## config.mk

```make
export PLATFORM = sky130hd
export DESIGN_NAME = irq_route
export DESIGN_NICKNAME = d
export VERILOG_FILES = /design/src/rtl/irq_route_pkg.sv /design/src/rtl/irq_route_regs.sv /design/src/rtl/irq_route_vec.sv /design/src/rtl/irq_route_target.sv /design/src/rtl/irq_route.sv
export SDC_FILE = /design/constraint.sdc
export NUM_CORES = 1
export LEC_CHECK = 0
export ABC_CLOCK_PERIOD_IN_PS = 8600
export CAP_MARGIN = 10
export CORE_UTILIZATION = 35
export CTS_BUF_LIST = sky130_fd_sc_hd__clkbuf_4 sky130_fd_sc_hd__clkbuf_8
export CTS_CLUSTER_SIZE = 20
export DETAILED_ROUTE_END_ITERATION = 10
export DONT_BUFFER_PORTS = 1
export GPL_TIMING_DRIVEN = 0
export PLACE_DENSITY = 0.5
export SYNTH_ARGS = -nofsm -noshare
export SYNTH_HDL_FRONTEND = slang
export SYNTH_SLANG_ARGS = --single-unit
```

## constraint.sdc

```tcl
create_clock -name clk -period 8.6 [get_ports clk]
set_input_delay 2.15 -clock clk [delete_from_list [all_inputs] [get_ports clk]]
set_output_delay 2.15 -clock clk [all_outputs]
set_load 0.01 [all_outputs]
```

## src/rtl/irq_route_pkg.sv

```systemverilog
package irq_route_pkg;

    localparam int PIN_COUNT = 6;
    localparam int PIN_IDX_W = 6;
    localparam int VEC_W     = $clog2(PIN_COUNT + 1);
    localparam int DATA_W    = 32;

    localparam int FLAG_PIN_BIT   = 31;
    localparam int FLAG_NMI_BIT   = 30;
    localparam int FLAG_YIELD_BIT = 29;

    typedef struct packed {
        logic                 to_pin;
        logic                 to_nmi;
        logic                 to_yield;
        logic [PIN_IDX_W-1:0] pin;
    } route_word_t;

    typedef enum logic [1:0] {
        DEST_NONE,
        DEST_PIN,
        DEST_NMI,
        DEST_YIELD
    } dest_e;

    function automatic route_word_t unpack_route(input logic [DATA_W-1:0] w);
        route_word_t r;
        r.to_pin   = w[FLAG_PIN_BIT];
        r.to_nmi   = w[FLAG_NMI_BIT];
        r.to_yield = w[FLAG_YIELD_BIT];
        r.pin      = w[PIN_IDX_W-1:0];
        return r;
    endfunction

    function automatic logic [DATA_W-1:0] pack_route(input route_word_t r);
        logic [DATA_W-1:0] w;
        w                  = '0;
        w[FLAG_PIN_BIT]    = r.to_pin;
        w[FLAG_NMI_BIT]    = r.to_nmi;
        w[FLAG_YIELD_BIT]  = r.to_yield;
        w[PIN_IDX_W-1:0]   = r.pin;
        return w;
    endfunction

    // NMI beats ordinary pin, ordinary pin beats yield
    function automatic dest_e resolve_dest(input route_word_t r);
        if (r.to_nmi)                                return DEST_NMI;
        if (r.to_pin && (32'(r.pin) < PIN_COUNT))    return DEST_PIN;
        if (r.to_pin)                                return DEST_NONE;
        if (r.to_yield)                              return DEST_YIELD;
        return DEST_NONE;
    endfunction

endpackage

```

## src/rtl/irq_route_regs.sv

```systemverilog
module irq_route_regs
    import irq_route_pkg::*;
#(
    parameter int NUM_SRC = 8,
    parameter int NUM_TGT = 4,
    parameter int ADDR_W  = 12
) (
    input  logic                              clk,
    input  logic                              rst,
    input  logic                              wr_en,
    input  logic [ADDR_W-1:0]                 wr_addr,
    input  logic [DATA_W-1:0]                 wr_data,
    input  logic [ADDR_W-1:0]                 rd_addr,
    output logic [DATA_W-1:0]                 rd_data,
    output route_word_t [NUM_SRC-1:0]         route_o,
    output logic [NUM_SRC-1:0][NUM_TGT-1:0]   tmask_o
);

    localparam int SRC_W     = (NUM_SRC > 1) ? $clog2(NUM_SRC) : 1;
    localparam int WRD_W     = 3;
    localparam int TGT_WORDS = (NUM_TGT + 31) / 32;
    localparam int MAP_END   = 4 * NUM_SRC;
    localparam int BM_BASE   = 'h400;
    localparam int BM_END    = BM_BASE + 32 * NUM_SRC;

    typedef struct packed {
        logic             map_hit;
        logic             bm_hit;
        logic [SRC_W-1:0] src;
        logic [WRD_W-1:0] wrd;
    } dec_t;

    function automatic dec_t decode(input logic [ADDR_W-1:0] a);
        dec_t d;
        int   ai;
        int   off;
        d  = '0;
        ai = 32'(a);
        if (a[1:0] == 2'b00) begin
            if (ai < MAP_END) begin
                d.map_hit = 1'b1;
                d.src     = SRC_W'(ai >> 2);
            end else if (ai >= BM_BASE && ai < BM_END) begin
                off = ai - BM_BASE;
                if (((off >> 2) & 7) < TGT_WORDS) begin
                    d.bm_hit = 1'b1;
                    d.src    = SRC_W'(off >> 5);
                    d.wrd    = WRD_W'((off >> 2) & 7);
                end
            end
        end
        return d;
    endfunction

    route_word_t [NUM_SRC-1:0]       route_q;
    logic [NUM_SRC-1:0][NUM_TGT-1:0] tmask_q;
    dec_t                            wdec;
    dec_t                            rdec;

    assign wdec = decode(wr_addr);
    assign rdec = decode(rd_addr);

    always_ff @(posedge clk) begin
        if (rst) begin
            route_q <= '0;
            tmask_q <= '0;
        end else if (wr_en) begin
            for (int s = 0; s < NUM_SRC; s++) begin
                if (wdec.map_hit && 32'(wdec.src) == s)
                    route_q[s] <= unpack_route(wr_data);
                for (int t = 0; t < NUM_TGT; t++) begin
                    if (wdec.bm_hit && 32'(wdec.src) == s && 32'(wdec.wrd) == t / 32)
                        tmask_q[s][t] <= wr_data[t % 32];
                end
            end
        end
    end

    always_comb begin
        rd_data = '0;
        if (rdec.map_hit) begin
            rd_data = pack_route(route_q[rdec.src]);
        end else if (rdec.bm_hit) begin
            for (int t = 0; t < NUM_TGT; t++) begin
                if (32'(rdec.wrd) == t / 32)
                    rd_data[t % 32] = tmask_q[rdec.src][t];
            end
        end
    end

    assign route_o = route_q;
    assign tmask_o = tmask_q;


    reset_clear_chk: assert property (@(posedge clk) disable iff (rst)
        $past(rst) |-> (route_q == '0 && tmask_q == '0));


    map_write_chk: assert property (@(posedge clk) disable iff (rst)
        (wr_en && wdec.map_hit) |=>
            (pack_route(route_q[$past(wdec.src)]) == pack_route(unpack_route($past(wr_data)))));

endmodule

```

## src/rtl/irq_route_vec.sv

```systemverilog
module irq_route_vec
    import irq_route_pkg::*;
(
    input  logic                 clk,
    input  logic                 rst,
    input  logic [PIN_COUNT-1:0] pin_i,
    output logic [VEC_W-1:0]     vec_o
);

    always_comb begin
        vec_o = '0;
        for (int p = 0; p < PIN_COUNT; p++) begin
            if (pin_i[p])
                vec_o = VEC_W'(p + 1);
        end
    end


    vec_idle_chk: assert property (@(posedge clk) disable iff (rst)
        (pin_i == '0) |-> (vec_o == '0));


    vec_top_chk: assert property (@(posedge clk) disable iff (rst)
        (vec_o != '0) |-> (pin_i[vec_o - 1'b1] && ((pin_i >> vec_o) == '0)));

endmodule

```

## src/rtl/irq_route_target.sv

```systemverilog
module irq_route_target
    import irq_route_pkg::*;
#(
    parameter int NUM_SRC = 8
) (
    input  logic                      clk,
    input  logic                      rst,
    input  logic [NUM_SRC-1:0]        pend_i,
    input  logic [NUM_SRC-1:0]        sel_i,
    input  route_word_t [NUM_SRC-1:0] route_i,
    output logic [PIN_COUNT-1:0]      pin_o,
    output logic                      nmi_o,
    output logic                      yield_o,
    output logic [VEC_W-1:0]          vec_o
);

    always_comb begin
        pin_o   = '0;
        nmi_o   = 1'b0;
        yield_o = 1'b0;
        for (int s = 0; s < NUM_SRC; s++) begin
            if (pend_i[s] && sel_i[s]) begin
                unique case (resolve_dest(route_i[s]))
                    DEST_NMI:   nmi_o   = 1'b1;
                    DEST_YIELD: yield_o = 1'b1;
                    DEST_PIN: begin
                        for (int p = 0; p < PIN_COUNT; p++)
                            if (32'(route_i[s].pin) == p) pin_o[p] = 1'b1;
                    end
                    default: ;
                endcase
            end
        end
    end

    irq_route_vec u_vec (
        .clk   (clk),
        .rst   (rst),
        .pin_i (pin_o),
        .vec_o (vec_o)
    );


    no_select_chk: assert property (@(posedge clk) disable iff (rst)
        ((pend_i & sel_i) == '0) |-> (pin_o == '0 && !nmi_o && !yield_o));

endmodule

```

## src/rtl/irq_route.sv

```systemverilog
module irq_route
    import irq_route_pkg::*;
#(
    parameter int NUM_SRC = 8,
    parameter int NUM_TGT = 4,
    parameter int ADDR_W  = 12
) (
    input  logic                         clk,
    input  logic                         rst,
    input  logic [NUM_SRC-1:0]           pend_i,
    input  logic                         wr_en_i,
    input  logic [ADDR_W-1:0]            wr_addr_i,
    input  logic [DATA_W-1:0]            wr_data_i,
    input  logic [ADDR_W-1:0]            rd_addr_i,
    output logic [DATA_W-1:0]            rd_data_o,
    output logic [NUM_TGT*PIN_COUNT-1:0] pin_o,
    output logic [NUM_TGT-1:0]           nmi_o,
    output logic [NUM_TGT-1:0]           yield_o,
    output logic [NUM_TGT*VEC_W-1:0]     vec_o
);

    route_word_t [NUM_SRC-1:0]       route;
    logic [NUM_SRC-1:0][NUM_TGT-1:0] tmask;

    irq_route_regs #(
        .NUM_SRC (NUM_SRC),
        .NUM_TGT (NUM_TGT),
        .ADDR_W  (ADDR_W)
    ) u_regs (
        .clk     (clk),
        .rst     (rst),
        .wr_en   (wr_en_i),
        .wr_addr (wr_addr_i),
        .wr_data (wr_data_i),
        .rd_addr (rd_addr_i),
        .rd_data (rd_data_o),
        .route_o (route),
        .tmask_o (tmask)
    );

    for (genvar t = 0; t < NUM_TGT; t++) begin : g_tgt
        logic [NUM_SRC-1:0] sel;
        for (genvar s = 0; s < NUM_SRC; s++) begin : g_sel
            assign sel[s] = tmask[s][t];
        end

        irq_route_target #(
            .NUM_SRC (NUM_SRC)
        ) u_target (
            .clk     (clk),
            .rst     (rst),
            .pend_i  (pend_i),
            .sel_i   (sel),
            .route_i (route),
            .pin_o   (pin_o[t*PIN_COUNT +: PIN_COUNT]),
            .nmi_o   (nmi_o[t]),
            .yield_o (yield_o[t]),
            .vec_o   (vec_o[t*VEC_W +: VEC_W])
        );
    end


    quiet_chk: assert property (@(posedge clk) disable iff (rst)
        (pend_i == '0) |-> (pin_o == '0 && nmi_o == '0 && yield_o == '0 && vec_o == '0));


    single_dest_chk: assert property (@(posedge clk) disable iff (rst)
        ($countones(pend_i) == 1 && $countones(tmask[0]) != 0 && pend_i[0])
            |-> $onehot0({|pin_o[PIN_COUNT-1:0], nmi_o[0], yield_o[0]}));

endmodule

```

==> results by group <==
Critical path
  – FF-to-FF path depth: 3
  – Crit. End Element: primary output
  – Reg2reg setup slack: 7250 ps
  – RR Startpoint: u_regs.tmask_o[6]
  – RR Endpoint: u_regs.tmask_o[6]
  – Startpoint Class: input port
  – Req. time, crit path: 6450 ps
  – Crit Path Max Fanout: 10
  – Critical path class: in -> out
  – WP data arrival: 4780 ps

Yosys
  – Compound-Gate Fraction of Synth Area: 18.73%
  – Most used DFF post-synth: dfxtp_1
  – Post-Synthesis Cells: 1051
  – Post-Synth XOR/XNOR Area: 0%
  – Top cell type's share of synthesized area: 26.62%
  – Mapped cell area: 0.007821 sq mm
  – Yosys warnings: 0
  – Seq/Total Area, Yosys: 26.62%
  – Largest family of logic cells by synthesized area: simple AND/OR/NAND/NOR gates
  – Multiplexer share of the synthesized area: 12.29%
  – Mean cell area of the mapped netlist: 7.442 sq um
  – Post-synth EDFFs: 0
  – Synthesized-area fraction occupied by adder cells: 0%
  – Cell variety after synth: 74
  – Synth area leaders: dfxtp_1, mux2i_1, nand2_1
  – Cell taking the most area after synthesis: dfxtp_1
  – FFs w/ async S/R, synth: 0%
  – #FFs+latches synth: 104
  – Synth Area in Simple Gates: 35.56%

Timing
  – FMAX: 144.3 MHz
  – Setup TNS: 0 ps
  – Hold Slack: 541.2 ps
  – Hold Vio Cnt, Final: 0
  – RSZ-0062 raised after global routing: false
  – Final worst clock skew: 0 ps
  – Tcrit/Tclk final: 80.59%
  – Slew Viols, Final: 0
  – Min Clock Period, post-route: 6931 ps
  – Final setup viols: 0
  – Relative slew slack: 16.71%
  – Worst-margin pin slew: 1247 ps

Run
  – Max-cap violations: 0

Power
  – Power per cell area: 106.0 mW/mm^2
  – Max IR drop VDD: 0.00007342 V
  – Leakage: 3.203 nW

Placement
  – DP Wirelength: 29300 um
  – Routability cong.: 1.001
  – I/O Buffers: 0

Clocking
  – # hold bufs at CTS: 0
  – Num CTS Buffers: 9
  – Skew-Pair Late Insertion Delay: 400 ps
  – CTS tree: yes
  – CTS H-tree depth: 3
  – Max clock buf depth: 2
  – Post-CTS Setup Inserts: 0
  – CTS clk-pin slew, worst paths: 100 ps
  – Root buffer cell: clkbuf_8
  – Clock sink total: 104
  – Post-CTS Resized: 0

Global route
  – Congestion Overflow GR: 0
  – Antenna violations before repair: 0
  – Global-route wire length before repair: 53150 um
  – Total track usage: 33.03%
  – Vias in the first global route: 7707
  – Largest net degree at the start of global routing: 19

Finish
  – ANT cells: 0
  – Share of cells above drive strength 1: 8.724%
  – Area Overhead vs Synth: 8.527%
  – Final Util: 38.77%
  – Final Net Count: 1151

Die
  – Die height: 151.5 um
  – Starting Density: 35.73%
  – Io pins: 143
  – Core area: 0.02189 sq mm
  – Num rows: 54
  – Die area: 0.02295 sq mm
  – DIE WIDTH: 151.5 um

Drt
  – Post-DR wirelength/cell: 27.55 um
  – DR vias/cell: 6.312
  – TritonRoute pass-1 iters: 6
  – Starting DRT DRC Count: 966
  – Detailed-route via count: 8641
  – Detail Route Antenna Nets: 0
  – DRC: 0
  – Routed wire length: 37710 um

Status
  – Status: finished clean

Worst hold path
  – Hold_sp: u_regs.route_o[42]
  – Worst hold path depth: 2
  – Hold Path End: u_regs.route_o[42]
  – HP Class: reg -> reg
[placed cells by master, fill, tap and decap left out, drive strengths merged, types with 19 or more instances in the layout]
master / netlist / final
nand2: 172 / 172
nor2: 153 / 153
clkbuf: 37 / 47
conb: 1 / 23
a211oi: 19 / 19
a32oi: 19 / 19
mux2i: 96 / 96
nand3: 58 / 58
buf: 53 / 53
o21ai: 22 / 22
a21oi: 32 / 32
and3: 19 / 19
dfxtp: 104 / 104
nor3: 21 / 21
o22ai: 40 / 40
[worst max-delay path: stages]
cell and delay, ps:
nor4_4 360, a22oi_2 290, nor3_4 260, buf_2 310, buf_2 340, o21ai_0 140, o311ai_0 920
[per-layer routing]
| layer | GRT usage (%) | wire, um | up-vias |
|---|---|---|---|
| met5 | 0 | 0 | - |
| met4 | 14.95 | 1516 | 0 |
| li1 | - | - | 3879 |
| met3 | 6.168 | 3455 | 91 |
| met1 | 44.40 | 16120 | 4145 |
| met2 | 51.00 | 16620 | 526 |
[layout make-up]
class	instances	area (sq um)
plain buffers	90	486.7
flip-flops and latches	104	2082
fillers	2361	13400
clock inverters	6	96.34
multi-input cells	868	5294
clock buffers	10	137.6
well taps	280	350.3
inverters	11	41.29
[Yosys cell counts (all sizes together), types with 6 or more instances]
master / count
o22ai: 40
a21oi: 32
nor3b: 6
a221o: 7
clkbuf: 37
a211oi: 19
or4b: 6
a32oi: 19
and2: 17
dfxtp: 104
o211ai: 7
or4: 7
nor4: 8
or3: 7
buf: 53
nand4b: 7
o21ai: 22
nand2: 172
a31oi: 11
inv: 11
nor3: 21
nand3: 58
a311oi: 6
nor2b: 10
nor4b: 13
and3: 19
mux2i: 96
a22oi: 11
nand4: 11
nor2: 153
[cell families (layout without fill, tap and decap cells)]
logic type	Yosys count	after routing
AO/OA/AOI/OAI	206	206
buffers and inverters	101	117
multiplexers	96	96
AND/OR/NAND/NOR	543	543
other	1	23
flip-flops	104	104
[flip-flops by register name, summed over array words and instances, names as in the netlist]
| signal | cells |
|---|---|
| u_regs.route_o | 72 |
| u_regs.tmask_o | 32 |
[power breakdown]
| group | total (mW) | leakage, nW | switching [mW] | internal [mW] |
|---|---|---|---|---|
| Clock | 0.370 | 0.115 | 0.194 | 0.176 |
| Combinational | 0.0482 | 2.25 | 0.0340 | 0.0143 |
| Sequential | 0.481 | 0.837 | 0.0000689 | 0.481 |
| Total | 0.900 | 3.20 | 0.228 | 0.672 |
[metrics by stage]
step           total power, mW  area (sq um)  std cells  setup WS (ps)
6_report                0.8999          8488       1369           1669
5_1_grt                 0.9281          8488       1369           1607
4_1_cts                 0.9039          8488       1369           1817
3_5_place_dp            0.5399          8254       1353           1826
3_3_place_gp            0.5400          8254       1353           1804
2_1_floorplan           0.5261          7904       1073           2463
[worst max path at each step]
| stage | startpoint | to | depth (start not counted) | slack, ps |
|---|---|---|---|---|
| finish | rd_addr_i[10] | rd_data_o[0] | 7 | 1670 |
| floorplan | rd_addr_i[0] | rd_data_o[0] | 9 | 2460 |
| CTS | rd_addr_i[0] | rd_data_o[0] | 9 | 1820 |
| global placement | rd_addr_i[10] | rd_data_o[0] | 8 | 1800 |
| global route | rd_addr_i[0] | rd_data_o[0] | 10 | 1610 |
| detailed placement | rd_addr_i[0] | rd_data_o[0] | 9 | 1830 |
Power figures use the tool's default switching activity.
